`src/rtl/pt_walker.sv`:
```
module pt_walker (
  input  logic        clk,
  input  logic        rst_n,
  input  logic        req_valid,
  output logic        req_ready,
  input  logic [31:0] req_lin,
  input  logic        req_write,
  input  logic        req_user,
  input  logic [31:0] dir_base,
  output logic        rsp_valid,
  output logic [31:0] rsp_phys,
  output logic        rsp_fault,
  output logic [1:0]  rsp_cause,
  output logic        mem_rd,
  output logic        mem_wr,
  output logic [31:0] mem_addr,
  output logic [31:0] mem_wdata,
  input  logic [31:0] mem_rdata,
  input  logic        mem_ack
);
  localparam int P_B = 0, RW_B = 1, US_B = 2, A_B = 5, D_B = 6, PS_B = 7;

  typedef enum logic [2:0] {S_IDLE, S_RD_DIR, S_RD_TBL, S_WB_DIR, S_WB_TBL, S_RESP} st_t;
  st_t st;

  logic [31:0] lin, pde, pte;
  logic [19:0] base_hi;
  logic        wr, usr, big;
  logic [1:0]  cause;

  function automatic logic [1:0] perm(input logic [31:0] e, input logic w, input logic u);
    if (!e[P_B])            return 2'd1;
    else if (u && !e[US_B]) return 2'd3;
    else if (w && !e[RW_B]) return 2'd2;
    else                    return 2'd0;
  endfunction

  wire [31:0] pde_addr = {base_hi, lin[31:22], 2'b00};
  wire [31:0] pte_addr = {pde[31:12], lin[21:12], 2'b00};
  wire [31:0] pde_new  = pde | (32'd1 << A_B) | ((big && wr) ? (32'd1 << D_B) : 32'd0);
  wire [31:0] pte_new  = pte | (32'd1 << A_B) | (wr ? (32'd1 << D_B) : 32'd0);
  wire        pte_upd  = pte_new != pte;

  wire [31:0] eff_pte  = {mem_rdata[31:3], mem_rdata[US_B] & pde[US_B],
                          mem_rdata[RW_B] & pde[RW_B], mem_rdata[P_B]};
  wire [1:0]  dir_c    = perm(mem_rdata, wr, usr);
  wire [1:0]  tbl_c    = perm(eff_pte, wr, usr);
  wire        rd_upd   = !mem_rdata[A_B] || (wr && !mem_rdata[D_B]);

  assign req_ready = st == S_IDLE;
  assign mem_rd    = st == S_RD_DIR || st == S_RD_TBL;
  assign mem_wr    = st == S_WB_DIR || st == S_WB_TBL;
  assign mem_addr  = (st == S_RD_DIR || st == S_WB_DIR) ? pde_addr : pte_addr;
  assign mem_wdata = (st == S_WB_DIR) ? pde_new : pte_new;
  assign rsp_valid = st == S_RESP;
  assign rsp_fault = cause != 2'd0;
  assign rsp_cause = cause;
  assign rsp_phys  = rsp_fault ? 32'd0 :
                     big ? {pde[31:22], lin[21:0]} : {pte[31:12], lin[11:0]};

  always_ff @(posedge clk or negedge rst_n) begin
    if (!rst_n) begin
      st <= S_IDLE;
      lin <= '0; pde <= '0; pte <= '0; base_hi <= '0;
      wr <= 1'b0; usr <= 1'b0; big <= 1'b0; cause <= 2'd0;
    end else begin
      case (st)
        S_IDLE: if (req_valid) begin
          lin <= req_lin; wr <= req_write; usr <= req_user;
          base_hi <= dir_base[31:12]; cause <= 2'd0; big <= 1'b0;
          st <= S_RD_DIR;
        end
        S_RD_DIR: if (mem_ack) begin
          pde <= mem_rdata;
          if (!mem_rdata[P_B]) begin
            cause <= 2'd1; st <= S_RESP;
          end else if (mem_rdata[PS_B]) begin
            big <= 1'b1; cause <= dir_c;
            st <= (dir_c == 2'd0 && rd_upd) ? S_WB_DIR : S_RESP;
          end else begin
            st <= S_RD_TBL;
          end
        end
        S_RD_TBL: if (mem_ack) begin
          pte <= mem_rdata;
          cause <= tbl_c;
          if (tbl_c != 2'd0)   st <= S_RESP;
          else if (!pde[A_B])  st <= S_WB_DIR;
          else if (rd_upd)     st <= S_WB_TBL;
          else                 st <= S_RESP;
        end
        S_WB_DIR: if (mem_ack) st <= (!big && pte_upd) ? S_WB_TBL : S_RESP;
        S_WB_TBL: if (mem_ack) st <= S_RESP;
        default:  st <= S_IDLE;
      endcase
    end
  end

  logic wrote;
  always_ff @(posedge clk or negedge rst_n)
    if (!rst_n) wrote <= 1'b0;
    else if (st == S_IDLE) wrote <= 1'b0;
    else if (mem_wr && mem_ack) wrote <= 1'b1;

  p_no_wb_on_fault_r9: assert property (@(posedge clk) disable iff (!rst_n)
    rsp_valid && rsp_fault |-> !wrote);
  p_strobe_excl_r11: assert property (@(posedge clk) disable iff (!rst_n)
    !(mem_rd && mem_wr));
  p_strobe_hold_r11: assert property (@(posedge clk) disable iff (!rst_n)
    (mem_rd || mem_wr) && !mem_ack |=> (mem_rd || mem_wr) && $stable(mem_addr));
  p_one_pulse_r11: assert property (@(posedge clk) disable iff (!rst_n)
    rsp_valid |=> !rsp_valid);
  p_wb_sets_access_r7: assert property (@(posedge clk) disable iff (!rst_n)
    mem_wr |-> mem_wdata[A_B] && mem_wdata[P_B]);
endmodule

```
`config.mk`:
```
export PLATFORM = sky130hd
export DESIGN_NAME = pt_walker
export DESIGN_NICKNAME = d
export VERILOG_FILES = /design/src/rtl/pt_walker.sv
export SDC_FILE = /design/constraint.sdc
export NUM_CORES = 1
export LEC_CHECK = 0
export BUFFER_PORTS_ARGS = -buffer_cell sky130_fd_sc_hd__buf_2
export CORE_MARGIN = 2
export CORE_UTILIZATION = 30
export DETAILED_ROUTE_END_ITERATION = 10
export PLACE_DENSITY = 0.58
export SLEW_MARGIN = 20
export SYNTH_ARGS = -nofsm -noshare
export SYNTH_HDL_FRONTEND = slang
export SYNTH_SLANG_ARGS = --single-unit
```
`constraint.sdc`:
```
create_clock -name clk -period 1.6 [get_ports clk]
set_input_delay 0.16 -clock clk [delete_from_list [all_inputs] [get_ports clk]]
set_output_delay 0.16 -clock clk [all_outputs]
set_load 0.02 [all_outputs]
```
After elaboration in Yosys (flattened, before gate mapping). Index checks and enable logic that the tools add are counted.

Muxes and demuxes: 36. Reduce and logical (&&, ||, !) cells: 31. Bitwise logic cells: 4. Equality and inequality tests: 14.

Operators by type and width (number): 32-bit 2-to-1 mux (4); 32-bit by 7-bit OR with 32-bit output (2); 32-bit != test (1); 3-bit 2-to-1 mux (10); 2-bit 2-to-1 mux (11); 3-bit one-hot mux with 5 select lines (1); 5-bit AND reduction (3); 7-bit 2-to-1 mux (2); 2-bit != test (second input constant) (7); 1-bit logical AND (8); 1-bit logical NOT (7); 3-bit by 2-bit equality test with 1-bit output (second input constant) (2); 3-bit equality test (second input constant) (2); 1-bit 2-to-1 mux (6); 2-bit one-hot mux with 3 select lines (1); 2-bit AND reduction (3); 2-bit nonzero test (3); 1-bit logical OR (4); 3-bit by 1-bit equality test with 1-bit output (second input constant) (1); 3-bit logical NOT (1); 3-bit != test (second input constant) (1); 3-bit nonzero test (1); 1-bit AND (2); 2-bit logical NOT (1); 1-bit one-hot mux with 2 select lines (1).

Input port bits: 102. Output and inout bits: 103. Logic and storage cells: 94. Bits in registers: 124.

Logic depth before layout (Yosys ltp).
Depth in word-level cells: 12. Mapped depth: 7. Mapped depth without buffers: 4.

Worst setup path before layout. Ideal clock, no wire load.

Path kind: reg2reg. Start point: register st[0]. End point: register lin[16]. Clock period less this slack: 1.759 ns. Slack: -0.159 ns. Arrival: 1.634 ns. Cell stages (with the launch flop): 7. Library setup time: 0.125 ns. Required time: 1.475 ns. Path buffers: 3. Cell sequence: dfrtp_1 -> buf_4 -> nor3_2 -> and2_1 -> buf_6 -> buf_6 -> mux2_2.

Cells in the longest elaborated chain, start to end: 2.

Ends and longest elaborated chain: start: declaration (line 24) `st_t st;`; start signal: assignment (line 79) `st <= (dir_c == 2'd0 && rd_upd) ? S_WB_DIR : S_RESP;`; start signal: assignment (line 92) `S_WB_DIR: if (mem_ack) st <= (!big && pte_upd) ? S_WB_TBL : S_RESP;`; 3-bit logical NOT; via req_ready (line 5) `output logic req_ready,`; 2-bit AND reduction (no line); end signal: assignment (line 69) `lin <= req_lin; wr <= req_write; usr <= req_user;`; end: declaration (line 26) `logic [31:0] lin, pde, pte;`.

The timed path passes the listed nets, and every way through them passes these cells. A chain may end at the register's enable or synchronous reset.

Final worst setup path.
Start point: register st[2]. End point: output port mem_addr[19].

Cells in the longest elaborated chain, start to end: 3. Elaborated cells between the ends (all ways): 4. Those cells by class: 2 x eq/ne; 1 x mux; 1 x reduce/logical.

Ends and longest elaborated chain: 3-bit by 1-bit equality test with 1-bit output or 3-bit by 2-bit equality test with 1-bit output (tied branches) (line 53) `assign mem_addr = (st == S_RD_DIR || st == S_WB_DIR) ? pde_addr : pte_addr;`; 1-bit logical OR (*) (line 53); 32-bit 2-to-1 mux (*) (line 53); end: declaration (line 16) `output logic [31:0] mem_addr,`.

Mark *: on every way between the ends. The rest lies on a longest branch, timed or not.

==> results.sh <==
export IMPL_final_cell_mix="140 x mux2_4, 122 x buf_2, 121 x dfrtp_1, 79 x dlygate4sd3_1, 78 x buf_6"
export IMPL_peakVddDrop_v=0.00109
export IMPL_failed_checks="setup timing"
export IMPL_drtIter0Drc=243
export IMPL_fill_cells=1640
export IMPL_via_count=5024
export IMPL_fin_util_pct=54.5
export IMPL_cts_buffers=17
export IMPL_coreArea_mm2=0.0202
export IMPL_grt_max_degree=59
export IMPL_synthCells=456
export IMPL_nNetsFinal=887
export IMPL_dr_pass1_iters=4
export IMPL_synthFlopType="dfrtp_1"
export IMPL_die_w_um=147
export IMPL_synthArstFlopShare_pct=100
export IMPL_worstSetupPathType="reg -> out"
export IMPL_fin_crit_ns=2.04
export IMPL_dieHeight_um=147
export IMPL_hold_path_class="in -> reg"
export IMPL_finalMaxSlewViolations=0
export IMPL_worstSetupEndpointType="output pin"
export IMPL_timing_hold_violations_final=0
export IMPL_avgSynthCellArea_um2=13.5
export IMPL_die_area_mm2=0.0216
export IMPL_place_gp_congestion=0.824
export IMPL_fmax_mhz=491
export IMPL_ios=205
export IMPL_grt_pass1_wl_um=31600
export IMPL_root_buffer="clkbuf_16"
export IMPL_cp_arrival_ns=1.88
export IMPL_initial_utilization_pct=30.5
export IMPL_hold_depth=2
export IMPL_diodes=0
export IMPL_final_area_mm2=0.0110
export IMPL_synth_cell_area_mm2=0.00614
export IMPL_grt_overflow=0
export IMPL_cts_path_max_buffers=2
export IMPL_tritoncts="built"
export IMPL_skew_ns=0.00833
export IMPL_status="finished with violations"
export IMPL_grt_pass1_vias=5411
export IMPL_p_leak_nw=5.14
export IMPL_setup_worst_path_start_class="flop"
export IMPL_rows=52
export IMPL_ys_types=40
export IMPL_wl_per_cell_um=20.4
export IMPL_cap_violations=0
export IMPL_antenna_found_initial=0
export IMPL_pre_cts_slack_ns=-0.0909
export IMPL_grt_usage_pct=19.3
export IMPL_via_per_inst=4.70
export IMPL_placed_cells=911
export IMPL_drive_gt1_share_pct=66.9
export IMPL_yosys_register_bits=124
export IMPL_grt_setup_unrepaired="yes"
export IMPL_synth_edff_count=0
export IMPL_final_common_cell="mux2_4"
export IMPL_cts_sinks=124
export IMPL_power_density_mw_per_mm2=2430
export IMPL_antenna_left=0
export IMPL_timing_setup_tns_ns=-59.51
export IMPL_yosysSeqAreaShare_pct=50.5
export IMPL_synthToLayoutAreaGrowth_pct=78.8
export IMPL_post_route_drc_count=0
export IMPL_place_area_mm2=0.00753
export IMPL_critical_path_required_ns=1.44
export IMPL_clock_latency_ns=0.41
export IMPL_setup_viol=220
export IMPL_htreeDepth=4
export IMPL_stdcell_count=1068
export IMPL_clk_pin_slew_ns=0.06
export IMPL_port_buffers=189
export IMPL_fin_ws_ns=-0.438
export IMPL_ys_warn_count=0
export IMPL_worst_r2r_cell_count=9
export IMPL_post_route_period_util_pct=127
export IMPL_path_max_fanout=15
export IMPL_dp_hpwl_um=11500
export IMPL_routed_wl_um=21800
-- sequential cells by signal (all words and copies together), names as in the netlist --
name       count
pte           32
wr             1
lin           32
rsp_cause      2
usr            1
pde           32
big            1
base_hi       20
st             3
-- routing by layer --
metal	GRT usage, %	up-vias	share of wire [%]
met2	33.2	181	50
met4	5.82	0	1.6
met5	0	-	0
li1	-	2281	-
met1	24.4	2539	44
met3	4.13	23	4.6
-- timing repair --
| action | CTS | global route |
|---|---|---|
| buffers inserted | 23 | 15 |
| setup endpoints to repair | 209 | 221 |
| pin swaps | 20 | 16 |
| gates cloned | 16 | 2 |
| hold buffers | 79 | 0 |
| resized for setup | 243 | 164 |
| hold endpoints to repair | 222 | 0 |
-- kinds of logic after synthesis --
group	count (synthesis)	share of synthesized area [%]
mux	200	36.3
flops	124	50.5
simple gates	69	6.13
buf+inv	39	4.36
compound gates	22	2.59
other cells	2	0.122
-- cell type report --
cell class	instances	area [um2]	area share [%]
clock inverters	10	115	1.05
well taps	270	338	3.08
flip-flops and latches	124	3110	28.3
clock buffers	22	474	4.32
multi-input cells	294	3630	33.1
repair buffers	341	3290	30.0
inverters	7	28.8	0.262
-- cell usage after synthesis (2+ instances only) --
| master | count | area [um2] |
|---|---|---|
| mux2_1 | 11 | 124 |
| nand3_1 | 3 | 15.0 |
| buf_2 | 10 | 50.1 |
| clkbuf_1 | 4 | 15.0 |
| nor2b_1 | 3 | 18.8 |
| nand2b_1 | 3 | 18.8 |
| o22ai_1 | 2 | 12.5 |
| conb_1 | 2 | 7.51 |
| mux2i_1 | 22 | 220 |
| dfrtp_1 | 124 | 3100 |
| nor2_1 | 26 | 97.6 |
| a311oi_1 | 2 | 17.5 |
| o21ai_0 | 4 | 20.0 |
| inv_1 | 7 | 26.3 |
| nor3_1 | 3 | 15.0 |
| a21oi_1 | 4 | 20.0 |
| buf_6 | 11 | 124 |
| a31oi_1 | 2 | 12.5 |
| buf_4 | 7 | 52.6 |
| nand2_1 | 7 | 26.3 |
| mux2_2 | 166 | 1870 |
| and2b_1 | 2 | 15.0 |
| and2_1 | 14 | 87.6 |
-- power by group --
group | internal (W) | switching [W] | total [W]
clock | 0.00241 | 0.00143 | 0.00385
combinational | 0.00950 | 0.00717 | 0.0167
sequential | 0.00474 | 0.00139 | 0.00614
total | 0.0167 | 0.0100 | 0.0267
-- worst max-delay path, cell delays in order, from the launching register on --
cell and delay [ns]:
dfrtp_2 0.41, and2b_4 0.31, buf_12 0.20, mux2_2 0.37
buf_2 0.16
-- metrics by stage --
step	total power, W	hold WS, ns
after floorplan	0.0129	-0.136
after global placement	0.0161	0.0334
after detailed placement	0.0164	0.0318
after CTS	0.0247	0.00478
after global routing	0.0279	0.0140
final	0.0267	0.0291
-- path summary, 6_finish.rpt --
check	from	endpoint	slack [ns]
max	st[2]$_DFFE_PN0P_	mem_addr[19]	-0.44
min	mem_rdata[6]	pte[6]$_DFFE_PN0P_	0.03
max reg2reg	st[0]$_DFFE_PN0P_	base_hi[6]$_DFFE_PN0P_	-0.35
min reg2reg	pde[11]$_DFFE_PN0P_	pde[11]$_DFFE_PN0P_	0.50
max in group asynchronous	rst_n	st[2]$_DFFE_PN0P_	0.85
min in group asynchronous	rst_n	lin[30]$_DFFE_PN0P_	0.15
No activity file was read; power rests on OpenSTA's default activity.
